==> src/rtl/mbox_pkg.sv <==
package mbox_pkg;
  localparam int unsigned BYTE_W = 8;

  function automatic logic win_hit(input logic [15:0] addr, input logic [15:0] base,
                                   input int unsigned win_bits);
    return (addr >> win_bits) == (base >> win_bits);
  endfunction
endpackage

==> src/rtl/mbox_reg.sv <==
module mbox_reg #(
  parameter int unsigned W = 8
) (
  input  logic         clk_i,
  input  logic         rst_ni,
  input  logic         we_i,
  input  logic [W-1:0] d_i,
  output logic [W-1:0] q_o
);
  always_ff @(posedge clk_i or negedge rst_ni) begin
    if (!rst_ni)   q_o <= '0;
    else if (we_i) q_o <= d_i;
  end

  AST_REG_HOLD: assert property (@(posedge clk_i) disable iff (!rst_ni)
    !$past(we_i) |-> $stable(q_o));
endmodule

==> src/rtl/host_pulse.sv <==
module host_pulse (
  input  logic clk_i,
  input  logic rst_ni,
  input  logic cond_i,
  input  logic ack_i,
  output logic irq_o
);
  logic cond_q;
  logic rise;

  assign rise = cond_i & ~cond_q;

  always_ff @(posedge clk_i or negedge rst_ni) begin
    if (!rst_ni) begin
      cond_q <= 1'b0;
      irq_o  <= 1'b0;
    end else begin
      cond_q <= cond_i;
      if (rise)       irq_o <= 1'b1;  // set wins over ack
      else if (ack_i) irq_o <= 1'b0;
    end
  end

  AST_PULSE_DROP_ON_ACK: assert property (@(posedge clk_i) disable iff (!rst_ni)
    $fell(irq_o) |-> $past(ack_i));
  AST_PULSE_RISE_ON_EDGE: assert property (@(posedge clk_i) disable iff (!rst_ni)
    $rose(irq_o) |-> $past(cond_i));
  AST_SET_BEATS_ACK: assert property (@(posedge clk_i) disable iff (!rst_ni)
    (rise && ack_i) |=> irq_o);
endmodule

==> src/rtl/edge_flag.sv <==
module edge_flag (
  input  logic clk_i,
  input  logic rst_ni,
  input  logic sig_i,
  input  logic rise_sel_i,
  input  logic clr_i,
  output logic flag_o
);
  logic sig_q;
  logic hit;

  assign hit = rise_sel_i ? (sig_i & ~sig_q) : (~sig_i & sig_q);

  always_ff @(posedge clk_i or negedge rst_ni) begin
    if (!rst_ni) begin
      sig_q  <= 1'b0;
      flag_o <= 1'b0;
    end else begin
      sig_q <= sig_i;
      if (hit)        flag_o <= 1'b1;
      else if (clr_i) flag_o <= 1'b0;
    end
  end

  AST_FLAG_SET_BY_EDGE: assert property (@(posedge clk_i) disable iff (!rst_ni)
    $rose(flag_o) |-> $past(sig_i != sig_q));
  AST_FLAG_CLR_BY_STROBE: assert property (@(posedge clk_i) disable iff (!rst_ni)
    $fell(flag_o) |-> $past(clr_i));
endmodule

==> src/rtl/mbox_bridge.sv <==
module mbox_bridge
  import mbox_pkg::*;
#(
  parameter int unsigned  DW        = BYTE_W,
  parameter int unsigned  AW        = 16,
  parameter int unsigned  WIN_BITS  = 10,
  parameter logic [15:0]  MBOX_BASE = 16'hE800,
  parameter logic [15:0]  ACK_BASE  = 16'hEC00,
  parameter logic [7:0]   VECTOR    = 8'hF0,
  parameter int unsigned  AUX_BIT   = 7,
  parameter int unsigned  HOST_BIT  = 4,
  parameter int unsigned  GATE_BIT  = 3
) (
  input  logic          clk_i,
  input  logic          rst_ni,
  input  logic [DW-1:0] host_wdata_i,
  input  logic          host_mbox_we_i,
  input  logic          host_mask_we_i,
  output logic [DW-1:0] host_rdata_o,
  input  logic          host_ack_i,
  output logic          host_irq_o,
  output logic [7:0]    host_vec_o,
  input  logic [AW-1:0] aux_addr_i,
  input  logic          aux_we_i,
  input  logic [DW-1:0] aux_wdata_i,
  output logic [DW-1:0] aux_rdata_o,
  input  logic          aux_port_we_i,
  input  logic [DW-1:0] aux_port_d_i,
  output logic [DW-1:0] aux_port_o,
  input  logic          aux_ext_req_i,
  output logic          aux_ext_irq_o,
  input  logic          aux_edge_rise_i,
  input  logic          aux_edge_clr_i,
  output logic          aux_irq_o,
  output logic          aux_edge_flag_o
);
  localparam int unsigned NLATCH = 2;  // 0: host->aux, 1: aux->host

  logic [DW-1:0] mask_q;
  logic          in_mbox, in_ack, host_cond;
  logic          lat_we [NLATCH];
  logic [DW-1:0] lat_d  [NLATCH];
  logic [DW-1:0] lat_q  [NLATCH];

  assign in_mbox = win_hit(16'(aux_addr_i), MBOX_BASE, WIN_BITS);
  assign in_ack  = win_hit(16'(aux_addr_i), ACK_BASE, WIN_BITS);

  assign lat_we[0] = host_mbox_we_i;
  assign lat_d[0]  = host_wdata_i;
  assign lat_we[1] = aux_we_i & in_mbox;
  assign lat_d[1]  = aux_wdata_i;

  for (genvar g = 0; g < NLATCH; g++) begin : g_latch
    mbox_reg #(.W(DW)) u_lat (
      .clk_i(clk_i), .rst_ni(rst_ni), .we_i(lat_we[g]), .d_i(lat_d[g]), .q_o(lat_q[g])
    );
  end

  mbox_reg #(.W(DW)) u_mask (
    .clk_i(clk_i), .rst_ni(rst_ni), .we_i(host_mask_we_i), .d_i(host_wdata_i), .q_o(mask_q)
  );

  mbox_reg #(.W(DW)) u_port (
    .clk_i(clk_i), .rst_ni(rst_ni), .we_i(aux_port_we_i), .d_i(aux_port_d_i), .q_o(aux_port_o)
  );

  assign aux_rdata_o  = in_mbox ? lat_q[0] : '0;
  assign host_rdata_o = lat_q[1];
  assign aux_irq_o    = mask_q[AUX_BIT];
  assign host_cond    = mask_q[HOST_BIT] & aux_port_o[GATE_BIT];
  assign host_vec_o   = host_ack_i ? VECTOR : 8'h00;

  host_pulse u_host_pulse (
    .clk_i(clk_i), .rst_ni(rst_ni), .cond_i(host_cond), .ack_i(host_ack_i), .irq_o(host_irq_o)
  );

  edge_flag u_edge (
    .clk_i(clk_i), .rst_ni(rst_ni), .sig_i(aux_irq_o), .rise_sel_i(aux_edge_rise_i),
    .clr_i(aux_edge_clr_i), .flag_o(aux_edge_flag_o)
  );

  always_ff @(posedge clk_i or negedge rst_ni) begin
    if (!rst_ni)                 aux_ext_irq_o <= 1'b0;
    else if (aux_ext_req_i)      aux_ext_irq_o <= 1'b1;
    else if (aux_we_i && in_ack) aux_ext_irq_o <= 1'b0;
  end

  AST_AUX_IRQ_ON_MASK_WRITE: assert property (@(posedge clk_i) disable iff (!rst_ni)
    !$past(host_mask_we_i) |-> $stable(aux_irq_o));
  AST_EXT_CLR_BY_WINDOW: assert property (@(posedge clk_i) disable iff (!rst_ni)
    $fell(aux_ext_irq_o) |-> $past(aux_we_i && in_ack));
  AST_HOST_LATCH_AUX_ONLY: assert property (@(posedge clk_i) disable iff (!rst_ni)
    !$past(aux_we_i) |-> $stable(host_rdata_o));
endmodule

==> config.mk <==
export PLATFORM = sky130hd
export DESIGN_NAME = mbox_bridge
export DESIGN_NICKNAME = d
export VERILOG_FILES = /design/src/rtl/mbox_pkg.sv /design/src/rtl/mbox_reg.sv /design/src/rtl/host_pulse.sv /design/src/rtl/edge_flag.sv /design/src/rtl/mbox_bridge.sv
export SDC_FILE = /design/constraint.sdc
export NUM_CORES = 1
export LEC_CHECK = 0
export CORE_AREA = 2 2 62 64
export CTS_CLUSTER_DIAMETER = 120
export CTS_CLUSTER_SIZE = 14
export DETAILED_ROUTE_END_ITERATION = 6
export DIE_AREA = 0 0 64 66
export MAX_ROUTING_LAYER = met4
export PLACE_DENSITY = 0.82
export SYNTH_ARGS = -nofsm -noshare
export SYNTH_HDL_FRONTEND = slang
export SYNTH_SLANG_ARGS = --single-unit
==> constraint.sdc <==
create_clock -name clk_i -period 1.8 [get_ports clk_i]
set_clock_uncertainty 0.05 [all_clocks]
set_input_delay 0.36 -clock clk_i [delete_from_list [all_inputs] [get_ports clk_i]]
set_output_delay 0.36 -clock clk_i [all_outputs]
set_load 0.005 [all_outputs]
After elaboration in Yosys (flattened, before gate mapping)
Cells that the tools add are included.
{"block": "classes", "mul": 0, "eq_ne": 2, "muxes": 9, "shift": 0, "addsub": 0, "n_reduce_logical": 4, "n_lt_le_gt_ge": 0, "div": 0, "bitwise": 8}
{"cell": "$mux W8", "n": 2}
{"cell": "$eq A6 B6 Y1 const B", "n": 2}
{"cell": "$mux W1", "n": 7}
{"cell": "$reduce_bool A2 Y1", "n": 3}
{"cell": "$and A1 B1 Y1", "n": 5}
{"cell": "$not A1 Y1", "n": 3}
{"cell": "$logic_and A1 B1 Y1", "n": 1}
{"block": "totals", "reg_bits": 37, "out_inout_bits": 36, "mem_bits_rw": 0, "inputBits": 50, "romBits": 0, "memories": 0, "elab_cells": 32, "latchBits": 0}

Longest topological paths before layout
Gate-level depths: netlist (run 1).
{"block": "logic_depth", "ltp_word": 4, "ltp_mapped": 3, "mapped_depth_nobuf": 3}

By module
A second synthesis (run 1) with hierarchy kept.
{"block": "hier_totals", "cells_unflattened": 114, "hier_area_um2": 1714.1}
{"module": "mbox_reg", "cells_each": 17, "area_each_um2": 331.6, "instances": 4}
{"module": "mbox_bridge", "cells_each": 35, "area_each_um2": 242.7, "instances": 1}
{"module": "edge_flag", "cells_each": 6, "area_each_um2": 75.1, "instances": 1}
{"module": "host_pulse", "cells_each": 5, "area_each_um2": 70.1, "instances": 1}

Worst setup path before layout (run 1)
No wires, ideal clock.
{"block": "synth_timing", "path_type": "input port to output port", "startpoint": "in aux_addr_i[12]", "endpoint": "out aux_rdata_o[0]", "setup_slack_ns": 0.314, "arrival_time_ns": 1.076, "n_path_buf": 0, "path_stages": 3, "path_cell_list": "nand3b_4 > nor3_1 > and2_1"}
{"block": "synth_between", "elab_chain_cells": 2}
{"item": "start, declared", "line": "mbox_bridge.sv:23", "source": "input logic [AW-1:0] aux_addr_i,"}
{"item": "$eq A6 B6 Y1", "line": "mbox_pkg.sv:6", "source": "return (addr >> win_bits) == (base >> win_bits);"}
{"item": "$mux W8", "line": "mbox_bridge.sv:67", "source": "assign aux_rdata_o = in_mbox ? lat_q[0] : '0;"}
{"item": "end, declared", "line": "mbox_bridge.sv:26", "source": "output logic [DW-1:0] aux_rdata_o,"}
Every way passes these cells.

Final worst setup path (run 1)
{"block": "layout_timing", "startpoint": "in aux_addr_i[11]", "endpoint": "out aux_rdata_o[4]"}
The elaborated chain is that of the path after synthesis.

==> results of run 1 <==
[through the flow]
| stage | setup WS [ns] | TNS (ns) | hold WS, ns |
|---|---|---|---|
| global placement | -0.5347 | -5.279 | 0.3555 |
| floorplan | 0.3139 | 0 | 0.01441 |
| global route | 0.0007557 | 0 | 0.3912 |
| detailed placement | -0.5677 | -5.970 | 0.3829 |
| CTS | 0.01495 | 0 | 0.3764 |
| finish | 0.05163 | 0 | 0.3716 |
[kinds of logic (layout without fill, tap and decap cells)]
kind of cell / count (synthesis) / in the layout / share of synthesized area (%)
other: 1 / 4 / 0.2890
and+or+nand+nor: 20 / 20 / 10.12
muxes: 26 / 26 / 22.57
AOI/OAI and AO/OA: 2 / 2 / 1.158
buffers and inverters: 13 / 91 / 6.076
DFF: 31 / 31 / 59.79
[flip-flops by register name (all words and copies together), names as in the netlist]
register / cells
u_edge.sig_q: 1
u_host_pulse.cond_q: 1
u_host_pulse.irq_o: 1
g_latch.u_lat.q_o: 16
u_port.q_o: 8
u_edge.flag_o: 1
aux_ext_irq_o: 1
u_mask.q_o: 2
[Yosys cell counts]
cell type	n	area, sq um
conb_1	1	3.750
dfrtp_1	31	775.7
buf_4	8	60.06
nor2_1	3	11.26
clkbuf_1	2	7.510
nor3_4	1	16.27
nand3b_4	1	20.02
inv_1	3	11.26
o221ai_1	1	8.760
mux2_2	26	292.8
nand2_1	4	15.01
nor3_1	1	5.000
nor4b_1	1	8.760
o22ai_1	1	6.260
and2_1	8	50.05
nand3_1	1	5.000
[routing by layer]
metal	vias up	global-route usage (%)	share of wire, %
met1	471	17.47	39
met5	-	-	0
met2	49	26.04	50
met4	0	4.891	1.2
li1	463	-	-
met3	4	7.325	9.2
[repair_timing]
action                     4_1_cts  5_1_grt
setup buffers                    3        0
cloned                           0        0
pin swaps                        1        1
setup endpoints to repair       12        8
resized for setup               37       19
[report_power, final]
part	total, W	internal, W	switching [W]
logic	0.000328	0.000232	0.0000958
clock network	0.000453	0.000230	0.000224
registers	0.000812	0.000772	0.0000400
total	0.00159	0.00123	0.000359
[worst max path at each step]
| stage | endpoint | slack, ns | cells past startpoint |
|---|---|---|---|
| global placement | aux_rdata_o[0] | -0.53 | 6 |
| detailed placement | aux_rdata_o[7] | -0.57 | 6 |
| CTS | aux_rdata_o[2] | 0.01 | 6 |
| finish | aux_rdata_o[4] | 0.05 | 7 |
| floorplan | aux_rdata_o[0] | 0.31 | 3 |
| global route | aux_rdata_o[4] | 0.0008 | 7 |
[cell type report]
cell class | count | area (sq um)
fill | 278 | 1358
timing repair buffer | 80 | 797.0
sequential | 31 | 775.7
multi-input combinational | 52 | 480.5
clock buffer | 8 | 68.82
tap | 48 | 60.06
inverter | 3 | 11.26
==> results.md, run 1 <==
* Power Density at 726.1 nW/um^2
* Initial antenna violation count at 0
* Synth warn at 0
* Gpl congestion at 0.6959
* Fin crit share at 97.13%
* Slew Limit Fails at 0
* Finished Core Util at 61.77%
* RSZ-0062 raised after global routing: false
* Worst skew pair latency at 0.32 ns
* Placed Instances at 211
* Total power at 0.001593 W
* RR Endpoint: u_mask.q_o[7]
* Syn Area/Cell at 13.95 sq um
* CP peak stage delay at 0.24 ns
* Setup crit start kind: input port
* Synth Instances at 93
* # hold bufs at CTS at 0
* CP endpoint kind: primary output
* Total wire length at 3012 um
* Global-route usage over all layers at 15.95%
* CP max stage cell: dlygate4sd2_1
* Design area at 2193 sq um
* TritonRoute pass-1 iters at 3
* Number of CTS-inserted buffers at 5
* # diodes at 0
* CP Class: in -> out
* Synth unique cells at 16
* Drt drc at 0
* Number of global-route vias before repair at 1,023
* Leak pwr at 0.9783 nW
* Cell family with most CP delay: buffers and inverters
* Clk root buf: clkbuf_4
* Final HPWL DP at 2258 um
* Placement Cell Area at 2069 sq um
* Initial Util at 36.54%
* Post-Layout Cell Count at 222
* Vias post-DR at 987
* Routed vias/inst at 4.446
* Worst Setup SP: aux_addr_i[11]
* Most common cell after layout, fill and taps aside: clkdlybuf4s50_1
* Worst IR Drop VDD at 0.0004796 V
* CP Data Arrival Time at 1.34 ns
* Fmax at 572.0 MHz
* DRT antenna net count at 0
* Clock sink count at 31
* Worst path most repeated cell: buf_6
* Top Ports at 86
* Final setup viols at 0
* Critical Path RT at 1.39 ns
* Clock-pin slew on the worst setup and hold paths at 0.09 ns
* Largest net degree at the start of global routing at 32
* Worst hold path class: in -> async
* IO Port Bufs at 71
* Maximum clock insertion buffer count at 2
* Crit-path cells: dlygate4sd2_1, nand3b_4, nor3_4, buf_6, buf_6, and2_4, buf_6
* Die W at 64 um
* FF-to-FF Start: u_mask.q_o[7]
* CP Buf/Inv Count at 4
* Max-Cap Viols at 0
* Hold Vio Cnt, Final at 0
* Status: finished, final reports clean
* Mapped cell area at 1297 sq um
* Worst-path fanout max at 4
* Row count at 22
* Synthesis-stage register bit count at 31
* Die area at 4224 sq um
* H-tree depth at 2
* Commonest cells after routing, fill and taps aside: clkdlybuf4s50_1 (55), dfrtp_1 (31), mux2_2 (26)
* Cell depth of the worst flop-to-flop path at 1
* TritonCTS clock tree: done
* Routed WL per cell at 13.57 um
* Overflow after GRT at 0
* First DRT Iteration DRCs at 47
* Tmin final at 1.748 ns
* Internal reg-to-reg setup slack at 0.95 ns
* Die height at 66 um
* First-pass GRT wire length at 4850 um
* Layout cell share with drive strength beyond 1 at 33.33%
* Nets at 223
* Register area share after synthesis at 59.79%
* Area Growth Syn to Fin at 69.05%
* Core area at 3551 sq um
No activity file was read; power rests on OpenSTA's default activity.
==> run 2: changes to the inputs <==
--- a/config.mk
+++ b/config.mk
@@ -6,7 +6,6 @@
 export NUM_CORES = 1
 export LEC_CHECK = 0
 export CORE_AREA = 2 2 62 64
-export CTS_CLUSTER_DIAMETER = 120
 export CTS_CLUSTER_SIZE = 14
 export DETAILED_ROUTE_END_ITERATION = 6
 export DIE_AREA = 0 0 64 66
==> results of run 2 <==
No change in the layout: final DEF, timing and power equal those of run 1.
==> run 3: changes to the inputs <==
--- a/config.mk
+++ b/config.mk
@@ -5,12 +5,12 @@
 export SDC_FILE = /design/constraint.sdc
 export NUM_CORES = 1
 export LEC_CHECK = 0
-export CORE_AREA = 2 2 62 64
+export CORE_AREA = 2 2 64 66
 export CTS_CLUSTER_SIZE = 14
 export DETAILED_ROUTE_END_ITERATION = 6
-export DIE_AREA = 0 0 64 66
+export DIE_AREA = 0 0 66 68
 export MAX_ROUTING_LAYER = met4
-export PLACE_DENSITY = 0.82
+export PLACE_DENSITY = 0.77
 export SYNTH_ARGS = -nofsm -noshare
 export SYNTH_HDL_FRONTEND = slang
 export SYNTH_SLANG_ARGS = --single-unit
==> constraint.sdc (replaced) <==
create_clock -name clk_i -period 1.9 [get_ports clk_i]
set_clock_uncertainty 0.05 [all_clocks]
set_input_delay 0.38 -clock clk_i [delete_from_list [all_inputs] [get_ports clk_i]]
set_output_delay 0.38 -clock clk_i [all_outputs]
set_load 0.005 [all_outputs]
==> run 3 against run 2 <==
Effect of this change:
- non-clock buffer count decreased by 3
- wire length increased by 1.8%
- worst setup slack better by 0.026 ns
- critical endpoint unchanged
- register-to-register slack gained 0.09 ns
- clock power grew 14%
- hold slack better by 0.011 ns
- critical path depth rose by 1
- count of clock-buffer cells in the layout is 2 lower
- first-iteration DRC count decreased by 55%
- sequential share of layout area increased by 0.16 points
- combinational power down 6.4%
- cell count down 0.90%
==> results.md, run 3 (synthesized netlist as in run 1, its figures left out) <==
* Die W at 66 um
* Worst hold path depth at 2
* Global-route usage over all layers at 14.26%
* CP peak stage delay at 0.20 ns
* RR Endpoint: u_mask.q_o[7]
* First DRT Iteration DRCs at 21
* Internal reg-to-reg setup slack at 1.04 ns
* Fin crit share at 95.89%
* IO Port Bufs at 71
* Status: finished, final reports clean
* TritonCTS clock tree: done
* First-pass GRT wire length at 4588 um
* Max FFs per register at 16
* Tmin final at 1.822 ns
* Core area at 3856 sq um
* Worst IR Drop VDD at 0.0004768 V
* CP max stage cell: clkdlybuf4s15_1
* Worst-path fanout max at 4
* Layout cell share with drive strength beyond 1 at 30.59%
* Pre-CTS setup slack at -0.5060 ns
* Commonest cells after routing, fill and taps aside: clkdlybuf4s50_1 (56), dfrtp_1 (31), mux2_2 (26)
* CP Class: in -> out
* Clk root buf: clkbuf_8
* Vias post-DR at 979
* Initial Util at 33.65%
* Worst hold path class: in -> reg
* Row count at 23
* Total wire length at 3065 um
* Worst path most repeated cell: buf_6
* Fmax at 548.9 MHz
* Cell depth of the worst flop-to-flop path at 1
* Hold EP: u_host_pulse.irq_o
* Hold Vio Cnt, Final at 0
* Slew Limit Fails at 0
* Clock-pin slew on the worst setup and hold paths at 0.06 ns
* CP Data Arrival Time at 1.39 ns
* Finished Core Util at 56.62%
* Critical Path RT at 1.47 ns
* CP endpoint kind: primary output
* Largest registers: g_latch.u_lat.q_o: 16 flops, u_port.q_o: 8 flops, u_mask.q_o: 2 flops
* RSZ-0062 raised after global routing: false
* # hold bufs at CTS at 0
* Final setup viols at 0
* Post-Layout Cell Count at 220
* Routed vias/inst at 4.450
* Number of global-route vias before repair at 1,033
* Initial antenna violation count at 0
* DRT antenna net count at 0
* Most common cell after layout, fill and taps aside: clkdlybuf4s50_1
* Overflow after GRT at 0
* Die height at 68 um
* Hold Crit Start: host_ack_i
* Final HPWL DP at 2296 um
* Leak pwr at 0.9825 nW
* Die area at 4488 sq um
* Power Density at 730.5 nW/um^2
* Area Growth Syn to Fin at 68.27%
* # fillers at 329
* FF-to-FF Start: u_mask.q_o[7]
* Number of CTS-inserted buffers at 5
* Placed Instances at 211
* Drt drc at 0
* Gpl congestion at 0.6769
* Setup crit start kind: input port
* TritonRoute pass-1 iters at 2
* Routed WL per cell at 13.93 um
* Crit-path cells: clkdlybuf4s15_1, nand3b_4, nor3_4, buf_6, buf_6, buf_6, and2_4, buf_6
* H-tree depth at 2
* Top Ports at 86
* # diodes at 0
* Total power at 0.001595 W
* Largest Register: g_latch.u_lat.q_o
* Largest net degree at the start of global routing at 32
* Max-Cap Viols at 0
* Worst skew pair latency at 0.28 ns
* Clock sink count at 31
* Nets at 220
* Maximum clock insertion buffer count at 2
* Final worst slack at 0.07807 ns
## run 3: power breakdown
group          switching, W  leakage (nW)  internal, W  total (W)
logic             0.0000905         0.560     0.000217   0.000307
registers         0.0000382         0.375     0.000733   0.000771
clock network      0.000233        0.0470     0.000284   0.000517
## run 3: per-layer routing
layer,track usage [%],vias to the layer above,wire (um)
met1,14.42,469,1199
met3,4.770,4,245
met5,-,-,0
li1,-,453,-
met4,5.357,0,23
met2,25.76,53,1597
## run 3: worst max path at each step
stage | from | slack (ns) | to | cells past startpoint
floorplan | aux_addr_i[12] | 0.37 | aux_rdata_o[0] | 3
detailed placement | aux_addr_i[11] | -0.51 | aux_rdata_o[0] | 6
CTS | aux_addr_i[12] | 0.01 | aux_rdata_o[0] | 8
global placement | aux_addr_i[11] | -0.53 | aux_rdata_o[0] | 6
finish | aux_addr_i[11] | 0.08 | aux_rdata_o[4] | 8
global route | aux_addr_i[11] | 0.01 | aux_rdata_o[5] | 8
## run 3: cell type report
class                      instances  area, sq um  area share (%)
sequential                        31        775.7           35.53
timing repair buffer              77        770.7           35.30
multi-input combinational         52        475.5           21.78
clock buffer                       6        82.58           3.782
tap                               50        62.56           2.865
inverter                           3        11.26          0.5158
clock inverter                     1        5.005          0.2292
## run 3: per-stage QoR
stage	hold WS [ns]	setup TNS (ns)	area, sq um
4_1_cts	0.3913	0	2140
5_1_grt	0.3976	0	2183
6_report	0.3830	0	2183
2_1_floorplan	0.03441	0	1309
3_3_place_gp	0.3594	-4.588	2057
3_5_place_dp	0.3828	-4.391	2057
## run 3: timing repair
item                                    CTS  global route
pin swaps                                 1             2
setup buffers                             2             0
endpoints found under the setup margin    8             9
gates resized for setup                  30            17
cloned                                    0             0
## run 3: worst max-delay path, delay by kind of cell
kind	cells	cell delay (ns)
and+or+nand+nor	3	0.41
buffers and inverters	5	0.60
